--- src/rtl/mb_rx_pkg.sv ---
package mb_rx_pkg;

    // Control states of the frame receiver
    typedef enum logic [1:0] {
        ST_IDLE = 2'd0,   // waiting for a frame-sync rise
        ST_RECV = 2'd1,   // counting bytes of an open frame
        ST_DONE = 2'd2    // frame complete, waiting for sync to drop
    } rx_state_e;

endpackage

--- src/rtl/mb_rx_ctrl.sv ---
module mb_rx_ctrl
    import mb_rx_pkg::*;
#(
    parameter int MB_BYTES = 384,
    parameter int CIF_MBS  = 396,
    parameter int QCIF_MBS = 99,
    parameter int ADDR_W   = 18
) (
    input  logic              clk,
    input  logic              rst_n,
    input  logic              fsync,
    input  logic              strobe,
    input  logic              qcif_mode,
    output logic              take,
    output logic              start,
    output logic              accept,
    output logic              frame_done,
    output logic [ADDR_W-1:0] base_o
);
    localparam int MAX_MBS = (CIF_MBS > QCIF_MBS) ? CIF_MBS : QCIF_MBS;
    localparam int BYTE_W  = $clog2(MB_BYTES);
    localparam int MB_W    = $clog2(MAX_MBS);
    localparam logic [BYTE_W-1:0] LAST_BYTE  = BYTE_W'(MB_BYTES - 1);
    localparam logic [MB_W-1:0]   CIF_LAST   = MB_W'(CIF_MBS - 1);
    localparam logic [MB_W-1:0]   QCIF_LAST  = MB_W'(QCIF_MBS - 1);
    localparam logic [ADDR_W-1:0] CIF_WORDS  = ADDR_W'(CIF_MBS * MB_BYTES / 2);
    localparam logic [ADDR_W-1:0] QCIF_WORDS = ADDR_W'(QCIF_MBS * MB_BYTES / 2);

    rx_state_e         state_q, state_d;
    logic              fsync_q;
    logic              qcif_q;
    logic [BYTE_W-1:0] byte_cnt_q;
    logic [MB_W-1:0]   mb_cnt_q;
    logic [ADDR_W-1:0] base_q;
    logic              rise, byte_last, mb_last;

    // Next-state and decode logic
    always_comb begin
        rise      = fsync & ~fsync_q;
        take      = (state_q == ST_RECV) && fsync && strobe;
        byte_last = (byte_cnt_q == LAST_BYTE);
        mb_last   = (mb_cnt_q == (qcif_q ? QCIF_LAST : CIF_LAST));
        accept    = take && byte_last && mb_last;
        start     = (state_q == ST_IDLE) && rise;
        state_d   = state_q;
        unique case (state_q)
            ST_IDLE: if (rise)        state_d = ST_RECV;  // START
            ST_RECV: if (!fsync)      state_d = ST_IDLE;  // ABORT
                     else if (accept) state_d = ST_DONE;  // COMPLETE
            ST_DONE: if (!fsync)      state_d = ST_IDLE;  // RELEASE
            default:                  state_d = ST_IDLE;
        endcase
    end

    // State register
    always_ff @(posedge clk or negedge rst_n) begin
        if (!rst_n) state_q <= ST_IDLE;
        else        state_q <= state_d;
    end

    // Counters and registered outputs
    always_ff @(posedge clk or negedge rst_n) begin
        if (!rst_n) begin
            fsync_q    <= 1'b1;
            qcif_q     <= 1'b0;
            byte_cnt_q <= '0;
            mb_cnt_q   <= '0;
            base_q     <= '0;
            frame_done <= 1'b0;
        end else begin
            fsync_q    <= fsync;
            frame_done <= accept;
            if (start) begin
                byte_cnt_q <= '0;
                mb_cnt_q   <= '0;
                qcif_q     <= qcif_mode;
            end else if (take) begin
                if (byte_last) begin
                    byte_cnt_q <= '0;
                    mb_cnt_q   <= mb_cnt_q + 1'b1;
                end else begin
                    byte_cnt_q <= byte_cnt_q + 1'b1;
                end
            end
            if (accept)
                base_q <= base_q + (qcif_q ? QCIF_WORDS : CIF_WORDS);
        end
    end

    assign base_o = base_q;

endmodule

--- src/rtl/mb_rx_packer.sv ---
module mb_rx_packer #(
    parameter int ADDR_W = 18
) (
    input  logic               clk,
    input  logic               rst_n,
    input  logic               start,
    input  logic [ADDR_W-1:0]  start_base,
    input  logic               take,
    input  logic [7:0]         data,
    output logic               word_vld,
    output logic [ADDR_W+15:0] word_o
);
    logic              have_low;
    logic [7:0]        low_byte;
    logic [ADDR_W-1:0] wr_ptr;

    always_ff @(posedge clk or negedge rst_n) begin
        if (!rst_n) begin
            have_low <= 1'b0;
            low_byte <= '0;
            wr_ptr   <= '0;
            word_vld <= 1'b0;
            word_o   <= '0;
        end else begin
            word_vld <= 1'b0;
            if (start) begin
                have_low <= 1'b0;
                wr_ptr   <= start_base;
            end else if (take) begin
                if (have_low) begin
                    word_vld <= 1'b1;
                    word_o   <= {wr_ptr, data, low_byte};
                    wr_ptr   <= wr_ptr + 1'b1;
                    have_low <= 1'b0;
                end else begin
                    low_byte <= data;
                    have_low <= 1'b1;
                end
            end
        end
    end

endmodule

--- src/rtl/mb_rx_wrbuf.sv ---
module mb_rx_wrbuf #(
    parameter int W           = 34,
    parameter int DEPTH       = 4,
    parameter int SLOT_PERIOD = 8
) (
    input  logic         clk,
    input  logic         rst_n,
    input  logic         push,
    input  logic [W-1:0] push_word,
    output logic         we,
    output logic [W-1:0] word_o
);
    localparam int PW = $clog2(DEPTH);
    localparam int SW = $clog2(SLOT_PERIOD);
    localparam logic [SW-1:0] SLOT_LAST = SW'(SLOT_PERIOD - 1);

    logic [W-1:0]  mem [DEPTH];
    logic [PW:0]   wr_ptr, rd_ptr;
    logic [SW-1:0] slot;
    logic          empty, full, pop;

    always_comb begin
        empty = (wr_ptr == rd_ptr);
        full  = (wr_ptr[PW] != rd_ptr[PW]) && (wr_ptr[PW-1:0] == rd_ptr[PW-1:0]);
        pop   = !empty && (slot == '0);
    end

    always_ff @(posedge clk) begin
        if (push && !full) mem[wr_ptr[PW-1:0]] <= push_word;
    end

    always_ff @(posedge clk or negedge rst_n) begin
        if (!rst_n) begin
            wr_ptr <= '0;
            rd_ptr <= '0;
            slot   <= '0;
            we     <= 1'b0;
            word_o <= '0;
        end else begin
            slot <= (slot == SLOT_LAST) ? '0 : slot + 1'b1;
            we   <= pop;
            if (pop) begin
                word_o <= mem[rd_ptr[PW-1:0]];
                rd_ptr <= rd_ptr + 1'b1;
            end
            if (push && !full) wr_ptr <= wr_ptr + 1'b1;
        end
    end

endmodule

--- src/rtl/mb_rx_swap.sv ---
module mb_rx_swap #(
    parameter int ADDR_W = 18
) (
    input  logic              clk,
    input  logic              rst_n,
    input  logic              accept,
    input  logic [ADDR_W-1:0] accept_base,
    input  logic              field_end,
    output logic              swap_pending,
    output logic [ADDR_W-1:0] disp_base
);
    logic [ADDR_W-1:0] pend_base;

    always_ff @(posedge clk or negedge rst_n) begin
        if (!rst_n) begin
            swap_pending <= 1'b0;
            pend_base    <= '0;
            disp_base    <= '0;
        end else begin
            if (field_end && swap_pending) begin
                disp_base    <= pend_base;
                swap_pending <= 1'b0;
            end
            if (accept) begin
                pend_base    <= accept_base;
                swap_pending <= 1'b1;
            end
        end
    end

endmodule

--- src/rtl/mb_frame_rx.sv ---
module mb_frame_rx #(
    parameter int MB_BYTES     = 384,
    parameter int CIF_MBS      = 396,
    parameter int QCIF_MBS     = 99,
    parameter int ADDR_W       = 18,
    parameter int WINDOW_CLKS  = 32,
    parameter int WINDOW_WORDS = 4,
    parameter int BUF_DEPTH    = 4
) (
    input  logic              clk,
    input  logic              rst_n,
    input  logic              fsync,
    input  logic              in_strobe,
    input  logic [7:0]        in_byte,
    input  logic              qcif_mode,
    input  logic              field_end,
    output logic              mem_we,
    output logic [ADDR_W-1:0] mem_addr,
    output logic [15:0]       mem_wdata,
    output logic              frame_done,
    output logic              swap_pending,
    output logic [ADDR_W-1:0] disp_base
);
    localparam int SLOT_PERIOD = WINDOW_CLKS / WINDOW_WORDS;
    localparam int WORD_W      = ADDR_W + 16;

    logic              take, start, frame_accept;
    logic [ADDR_W-1:0] frame_base;
    logic              word_vld;
    logic [WORD_W-1:0] packed_word, out_word;

    mb_rx_ctrl #(
        .MB_BYTES(MB_BYTES), .CIF_MBS(CIF_MBS),
        .QCIF_MBS(QCIF_MBS), .ADDR_W(ADDR_W)
    ) u_ctrl (
        .clk(clk), .rst_n(rst_n), .fsync(fsync), .strobe(in_strobe),
        .qcif_mode(qcif_mode), .take(take), .start(start),
        .accept(frame_accept), .frame_done(frame_done), .base_o(frame_base)
    );

    mb_rx_packer #(.ADDR_W(ADDR_W)) u_packer (
        .clk(clk), .rst_n(rst_n), .start(start), .start_base(frame_base),
        .take(take), .data(in_byte), .word_vld(word_vld), .word_o(packed_word)
    );

    mb_rx_wrbuf #(.W(WORD_W), .DEPTH(BUF_DEPTH), .SLOT_PERIOD(SLOT_PERIOD)) u_wrbuf (
        .clk(clk), .rst_n(rst_n), .push(word_vld), .push_word(packed_word),
        .we(mem_we), .word_o(out_word)
    );

    mb_rx_swap #(.ADDR_W(ADDR_W)) u_swap (
        .clk(clk), .rst_n(rst_n), .accept(frame_accept), .accept_base(frame_base),
        .field_end(field_end), .swap_pending(swap_pending), .disp_base(disp_base)
    );

    assign mem_addr  = out_word[WORD_W-1:16];
    assign mem_wdata = out_word[15:0];

endmodule

--- config.mk ---
export PLATFORM = sky130hd
export DESIGN_NAME = mb_frame_rx
export DESIGN_NICKNAME = d
export VERILOG_FILES = /design/src/rtl/mb_rx_pkg.sv /design/src/rtl/mb_rx_ctrl.sv /design/src/rtl/mb_rx_packer.sv /design/src/rtl/mb_rx_wrbuf.sv /design/src/rtl/mb_rx_swap.sv /design/src/rtl/mb_frame_rx.sv
export SDC_FILE = /design/constraint.sdc
export NUM_CORES = 1
export LEC_CHECK = 0
export ABC_AREA = 1
export BUFFER_PORTS_ARGS = -buffer_cell sky130_fd_sc_hd__buf_4
export CAP_MARGIN = 15
export CORE_MARGIN = 2
export CORE_UTILIZATION = 61
export CTS_CLUSTER_DIAMETER = 40
export CTS_CLUSTER_SIZE = 28
export DETAILED_ROUTE_END_ITERATION = 10
export GPL_ROUTABILITY_DRIVEN = 0
export MAX_ROUTING_LAYER = met4
export PLACE_DENSITY = 0.8
export SLEW_MARGIN = 10
export SYNTH_ARGS = -nofsm -noshare
export SYNTH_HDL_FRONTEND = slang
export SYNTH_SLANG_ARGS = --single-unit
--- constraint.sdc ---
create_clock -name clk -period 3.4 [get_ports clk]
set_input_delay 0.85 -clock clk [delete_from_list [all_inputs] [get_ports clk]]
set_output_delay 0.85 -clock clk [all_outputs]
set_load 0.1 [all_outputs]
* After elaboration in Yosys (flattened, before gate mapping)
Memory sizes are Yosys's and may differ from the RTL's. A register that Yosys moved wholly into a read port is not among the register bits.
Cells that the tools add are included.
** Word-level totals
- Bits in registers :: 150
- Bits in latches :: 0
- RAM bits :: 136
- Bits in read-only memories :: 0
- Logic and storage cells :: 92
- Memories :: 1
** Cells by class
- Add/subtract/negate cells :: 7
- Multiply operators :: 0
- Divide/modulo/power cells :: 0
- Order comparisons :: 0
- Equal/unequal tests :: 11
- Shift operators :: 0
- Multiplexer cells :: 27
- Bitwise operators :: 4
- Reductions and logical operators :: 23
** Memory list
- u_wrbuf.mem :: words 4, bits a word 34, read ports 1, clocked after Yosys merged registers in 1, wr ports 1, RTL line mb_rx_wrbuf.sv:17 : logic [W-1:0] mem [DEPTH];
** Operators by type and width (count)
- 2-to-1 mux 9 bit :: 7
- 2-to-1 mux 18 bit :: 3
- adder 18 x 1 -> 18 bit, second input constant :: 1
- adder 18 bit :: 1
- adder 9 x 1 -> 9 bit, second input constant :: 2
- 2-to-1 mux 17 bit :: 1
- 2-to-1 mux 1 bit :: 10
- adder 3 x 1 -> 3 bit, second input constant :: 3
- == test 9 bit :: 1
- == test 9 bit, second input constant :: 1
- logical AND 1 bit :: 9
- AND reduction 3 bit :: 3
- 2-to-1 mux 2 bit :: 4
- nonzero test 2 bit :: 4
- case mux 2 bit (3 select lines) :: 1
- AND reduction 2 bit :: 2
- == test 3 bit :: 1
- == test 3 bit, second input constant :: 1
- logical NOT 1 bit :: 3
- logical NOT 3 bit :: 1
- 2-to-1 mux 3 bit :: 1
- inequality test 3 x 2 -> 1 bit, second input constant :: 1
- inverter 1 bit :: 3
- == test 2 x 1 -> 1 bit, second input constant :: 1
- 7 further kinds :: 7

* Logic depth before layout (Yosys ltp)
- Depth after elaboration :: 8
- Depth in mapped cells :: 13
- Gate-level depth less buffers :: 12

* Cells and area by module
Synthesis repeated with hierarchy kept, for this count alone.
** Unflattened totals
- Cell total of the unflattened synthesis :: 1591
- Area, all modules :: 14345.0 um2
** By module, submodules not included
- mb_rx_wrbuf :: instances 1, cells an instance 755, area an instance 7647.3 um2, seq. area each 5185.0 um2
- mb_rx_packer :: instances 1, cells an instance 344, area an instance 2849.0 um2, seq. area each 1551.5 um2
- mb_rx_ctrl :: instances 1, cells an instance 335, area an instance 2391.0 um2, seq. area each 877.1 um2
- mb_rx_swap :: instances 1, cells an instance 157, area an instance 1457.6 um2, seq. area each 925.9 um2

* Least setup slack after synthesis
OpenSTA, ideal clock, no wires.
- Kind :: reg2reg
- From :: register u_wrbuf.rd_ptr[1]
- To :: memory u_wrbuf.mem[0][0] (enable)
- Library setup time :: 425 ps
- Arrival :: 2413 ps
- Required time :: 2975 ps
- Slack :: 562 ps
- Cell stages (with the launch flop) :: 7
- Cells stage by stage :: dfrtp_1 buf_2 xor2_1 nor2_1 o21ai_0 nand2_1 nor2_1
** On the way
- Cells in the longest elaborated chain, start to end :: 6
** RTL lines
- start, declared :: RTL line mb_rx_wrbuf.sv:18 : logic [PW:0] wr_ptr, rd_ptr;
- start signal, assigned :: RTL line mb_rx_wrbuf.sv:44 : rd_ptr <= rd_ptr + 1'b1;
- == test 2 bit :: RTL line mb_rx_wrbuf.sv:24 : full = (wr_ptr[PW] != rd_ptr[PW]) && (wr_ptr[PW-1:0] == rd_ptr[PW-1:0]);
- logical AND 1 bit :: RTL line mb_rx_wrbuf.sv:24
- logical NOT 1 bit :: RTL line mb_rx_wrbuf.sv:29 : if (push && !full) mem[wr_ptr[PW-1:0]] <= push_word;
- logical AND 1 bit :: RTL line mb_rx_wrbuf.sv:29
- 2-to-1 mux 1 bit :: RTL line mb_rx_wrbuf.sv:29
- 2-to-1 mux 1 bit (not written as such) :: RTL line mb_rx_wrbuf.sv:29
- end, declared :: RTL line mb_rx_wrbuf.sv:17
Every way passes these cells.

* Worst setup path in the final report
- From :: register u_wrbuf.wr_ptr[0]
- To :: memory u_wrbuf.mem[3][32] (enable)
** On the way
- Cells in the longest elaborated chain, start to end :: 6
** RTL lines
- start, declared :: RTL line mb_rx_wrbuf.sv:18
- start signal, assigned :: RTL line mb_rx_wrbuf.sv:46 : if (push && !full) wr_ptr <= wr_ptr + 1'b1;
- == test 2 bit :: RTL line mb_rx_wrbuf.sv:24
- logical AND 1 bit :: RTL line mb_rx_wrbuf.sv:24
- logical NOT 1 bit :: RTL line mb_rx_wrbuf.sv:29
- logical AND 1 bit :: RTL line mb_rx_wrbuf.sv:29
- 2-to-1 mux 1 bit :: RTL line mb_rx_wrbuf.sv:29
- 2-to-1 mux 1 bit (not written as such) :: RTL line mb_rx_wrbuf.sv:29
Parallel ways exist; a longest one is shown, timed or not.

==> reports/qor.csv <==
stage,metric,value,unit
outcome,status,"finished, final reports clean",
logic_synthesis,"flops & latches, synth",302,
clocking,Post-CTS Hold Fix Bufs,0,
critical_path,Arrival @ worst endpoint,2.44,ns
critical_path,crit-path cells,xor2_1 > nor2_1 > o21ai_0 > nand2_1 > nor2_2 > buf_4,
layout,area of the multi-input gates,4053,sq um
grt,vias in the first global route,8875,
logic_synthesis,post-synthesis sequential area ratio,63.57,%
die,die height,149.8,um
logic_synthesis,Syn Area/Cell,9.709,sq um
layout,FILL cells,1514,
logic_synthesis,YS warnings,0,
timing,fmax,0.4396,GHz
critical_path,CP Capture Type,flip-flop,
layout,ant diodes,0,
die,Starting Density,61.85,%
worst_hold_path,Hold Path Class,input pin to async pin,
logic_synthesis,Netlist cell types,37,
power_and_ir_drop,leak pwr,6.541,nW
placement,PortBufs,62,
die,die width,149.8,um
clocking,CTS tree,done,
logic_synthesis,Cells after Synth,1335,
clocking,cts bufs inserted,34,
logic_synthesis,synth top area cells,"dfrtp_1 32%, edfxtp_1 32%, nand2_1 11%",
grt,All-Layer GR Usage,25.28,%
logic_synthesis,"Async S/R FF share, synth",54.97,%
grt,antenna violations before repair,0,
logic_synthesis,post-synthesis cell area,12960,sq um
layout,"non-filler cells, final",1693,
clocking,Clock transition at path regs,0.06,ns
placement,Post-Place Cells,1633,
detailed_routing,vias,9337,
timing,Final Cycle Share,66.90,%
detailed_routing,DR WL/cell,15.87,um
clocking,Post-CTS Resized,0,
timing,Clock Skew,0.01533,ns
logic_synthesis,Main synth FF type,dfrtp_1,
detailed_routing,Vias/cell,5.515,
logic_synthesis,most frequent cells after synthesis,"388 x nand2_1, 165 x dfrtp_1, 148 x nor2_1",
detailed_routing,drc violations,0,
clocking,Root Buffer,clkbuf_16,
die,Core Rows,53,
layout,Layout area overhead,14.14,%
critical_path,Max stage delay on crit path,0.47,ns
clocking,post-CTS setup buffer count,0,
grt,total congestion overflow,0,
power_and_ir_drop,VDD IR max,444.5,uV
timing,Final Max Tran Viols,0,
layout,FF/Latch Area,8240,sq um
timing,final setup vio count,0,
clocking,clock sink count,302,
timing,max_slew headroom,49.15,%
critical_path,Worst Path Required,3.56,ns
layout,final net count,1426,
logic_synthesis,share of the synthesized area in the top cell type,31.86,%
die,core area,20960,sq um
timing,Fin. Hold Viols,0,
critical_path,worst r2r src,u_wrbuf.wr_ptr[0],
critical_path,kind of critical path,flip-flop to flip-flop,
logic_synthesis,most numerous cell in the Yosys netlist,nand2_1,
logic_synthesis,Post-synth EDFFs,136,
die,Die ar.,22430,sq um
placement,hpwl dp,16620,um
critical_path,r2r setup slk,1.13,ns
grt,largest net degree at the start of global routing,78,
timing,unrepaired setup endpoints after global routing,no,
critical_path,Buffers & Inverters on Critical Path,1,
run,max-cap violation count,0,
detailed_routing,drt first pass iters,5,
timing,min Tclk post-route,2.275,ns
critical_path,Slowest cell on crit path,buf_4,
critical_path,critical path peak fanout,28,
die,io pins,69,
timing,setup total negative slack,0,ns
detailed_routing,Post-Route WL,26870,um
detailed_routing,DRT antenna net count,0,
critical_path,worst r2r dst,u_wrbuf.mem[3][32],
layout,layout cells sized above 1,11.14,%
timing,Fin Hold WS,0.3609,ns
logic_synthesis,"area leader, netlist",dfrtp_1,
clocking,clk buf depth,3,
critical_path,CP Launch Type,flip-flop,
clocking,CTS H-tree depth,2,
clocking,clk_lat worst skew,0.51,ns
critical_path,Crit. path cell count,6,
critical_path,Worst R2R Path Depth,6,
power_and_ir_drop,PD cells,835.6,nW/um^2
timing,worst slew pin tran,0.7628,ns
grt,first-pass GRT wire length,43830,um
critical_path,CP top delay family,simple AND/OR/NAND/NOR gates,
detailed_routing,DRT iter0 DRCs,735,
==> cells in the final DEF, fill, tap and decap left out, types with 2 or more instances in the layout <==
cell type / instances
ha_1: 18
conb_1: 6
bufinv_16: 2
inv_6: 4
nor2_1: 144
nor3_1: 8
nand2_2: 6
nand4_1: 13
nor2_4: 4
clkbuf_8: 3
clkbuf_16: 35
clkinv_2: 4
o21ai_0: 137
inv_2: 2
a21oi_1: 14
or2_2: 2
clkbuf_1: 3
buf_12: 2
dfrtp_1: 164
inv_1: 104
o31ai_1: 2
edfxtp_1: 136
o21ai_1: 10
o211ai_1: 2
buf_4: 75
clkinv_8: 2
o22ai_1: 37
inv_8: 4
nor2_2: 4
xnor2_1: 5
nand3_1: 49
nand2_1: 387
xor2_1: 11
nand3b_1: 5
clkinv_1: 2
==> layout make-up <==
class                           instances  area share [%]
Inverter                              107           2.715
Clock buffer                           41           6.275
Clock inverter                         19           1.438
Sequential cell                       302           55.70
Timing Repair Buffer                   78           4.153
Tap cell                              275           2.326
Multi-Input combinational cell        871           27.39
==> how the worst max path moves through the flow <==
stage	startpoint	endpoint	slack, ns
after floorplan	u_wrbuf.rd_ptr[1]	u_wrbuf.mem[0][0]	0.56
after global placement	fsync	u_packer.wr_ptr[5]	0.85
after detailed placement	fsync	u_packer.wr_ptr[5]	0.76
after CTS	u_wrbuf.wr_ptr[0]	u_wrbuf.mem[3][31]	1.10
after global routing	u_wrbuf.wr_ptr[0]	u_wrbuf.mem[3][32]	0.94
final	u_wrbuf.wr_ptr[0]	u_wrbuf.mem[3][32]	1.13
==> worst register-to-register path, stage by stage (launching register included) <==
cell	delay, ns
dfrtp_1	0.43
xor2_1	0.20
nor2_1	0.07
o21ai_0	0.08
nand2_1	0.26
nor2_2	0.39
buf_4	0.47
==> sequential cells by signal, indices dropped and copies added (netlist names), 2 cells and up <==
| name | cells |
|---|---|
| u_wrbuf.mem | 136 |
| u_swap.disp_base | 12 |
| u_ctrl.byte_cnt_q | 9 |
| u_packer.low_byte | 8 |
| u_swap.pend_base | 12 |
| u_wrbuf.slot | 3 |
| u_packer.word_o | 34 |
| u_wrbuf.rd_ptr | 3 |
| u_ctrl.state_q | 2 |
| u_wrbuf.word_o | 34 |
| u_ctrl.mb_cnt_q | 9 |
| u_wrbuf.wr_ptr | 3 |
| u_ctrl.base_o | 12 |
| u_packer.wr_ptr | 18 |
==> per-stage QoR <==
stage	total power, mW	worst slack, ns	cell area (sq um)	utilization (%)
after global placement	8.622	0.8460	13650	65.15
final	12.36	1.125	14790	70.60
after CTS	12.41	1.097	14790	70.60
after global routing	12.89	0.9385	14790	70.60
after floorplan	7.785	0.5620	12980	-
after detailed placement	8.735	0.7633	13650	65.15
==> cell families (layout without fill, tap and decap cells) <==
group                      Yosys count  in the layout  synth area share (%)
other                                1              6               0.02893
DFF                                302            302                 63.57
AOI/OAI and AO/OA                  205            205                 8.399
xor gates and xnor gates            16             16                 1.081
buffers and inverters              167            245                 5.406
and+or+nand+nor                    625            625                 19.69
muxes                                1              1               0.08687
adders and majority gates           18             18                 1.738
==> metal layers <==
layer  track usage (%)  share of wire (%)  vias to the layer above
met5                 -                  0                        -
met4             7.877                1.9                        0
met3             3.689                5.8                       51
met2             40.23                 49                      285
met1             34.23                 44                     4483
li1                  -                  -                     4518
==> where the power goes <==
part	internal, mW	switching, mW	total [mW]	leakage, nW
sequential	4.46	0.455	4.91	3.33
combinational	0.868	2.92	3.78	2.65
clock	2.15	1.51	3.66	0.562
Power figures use the tool's default switching activity.
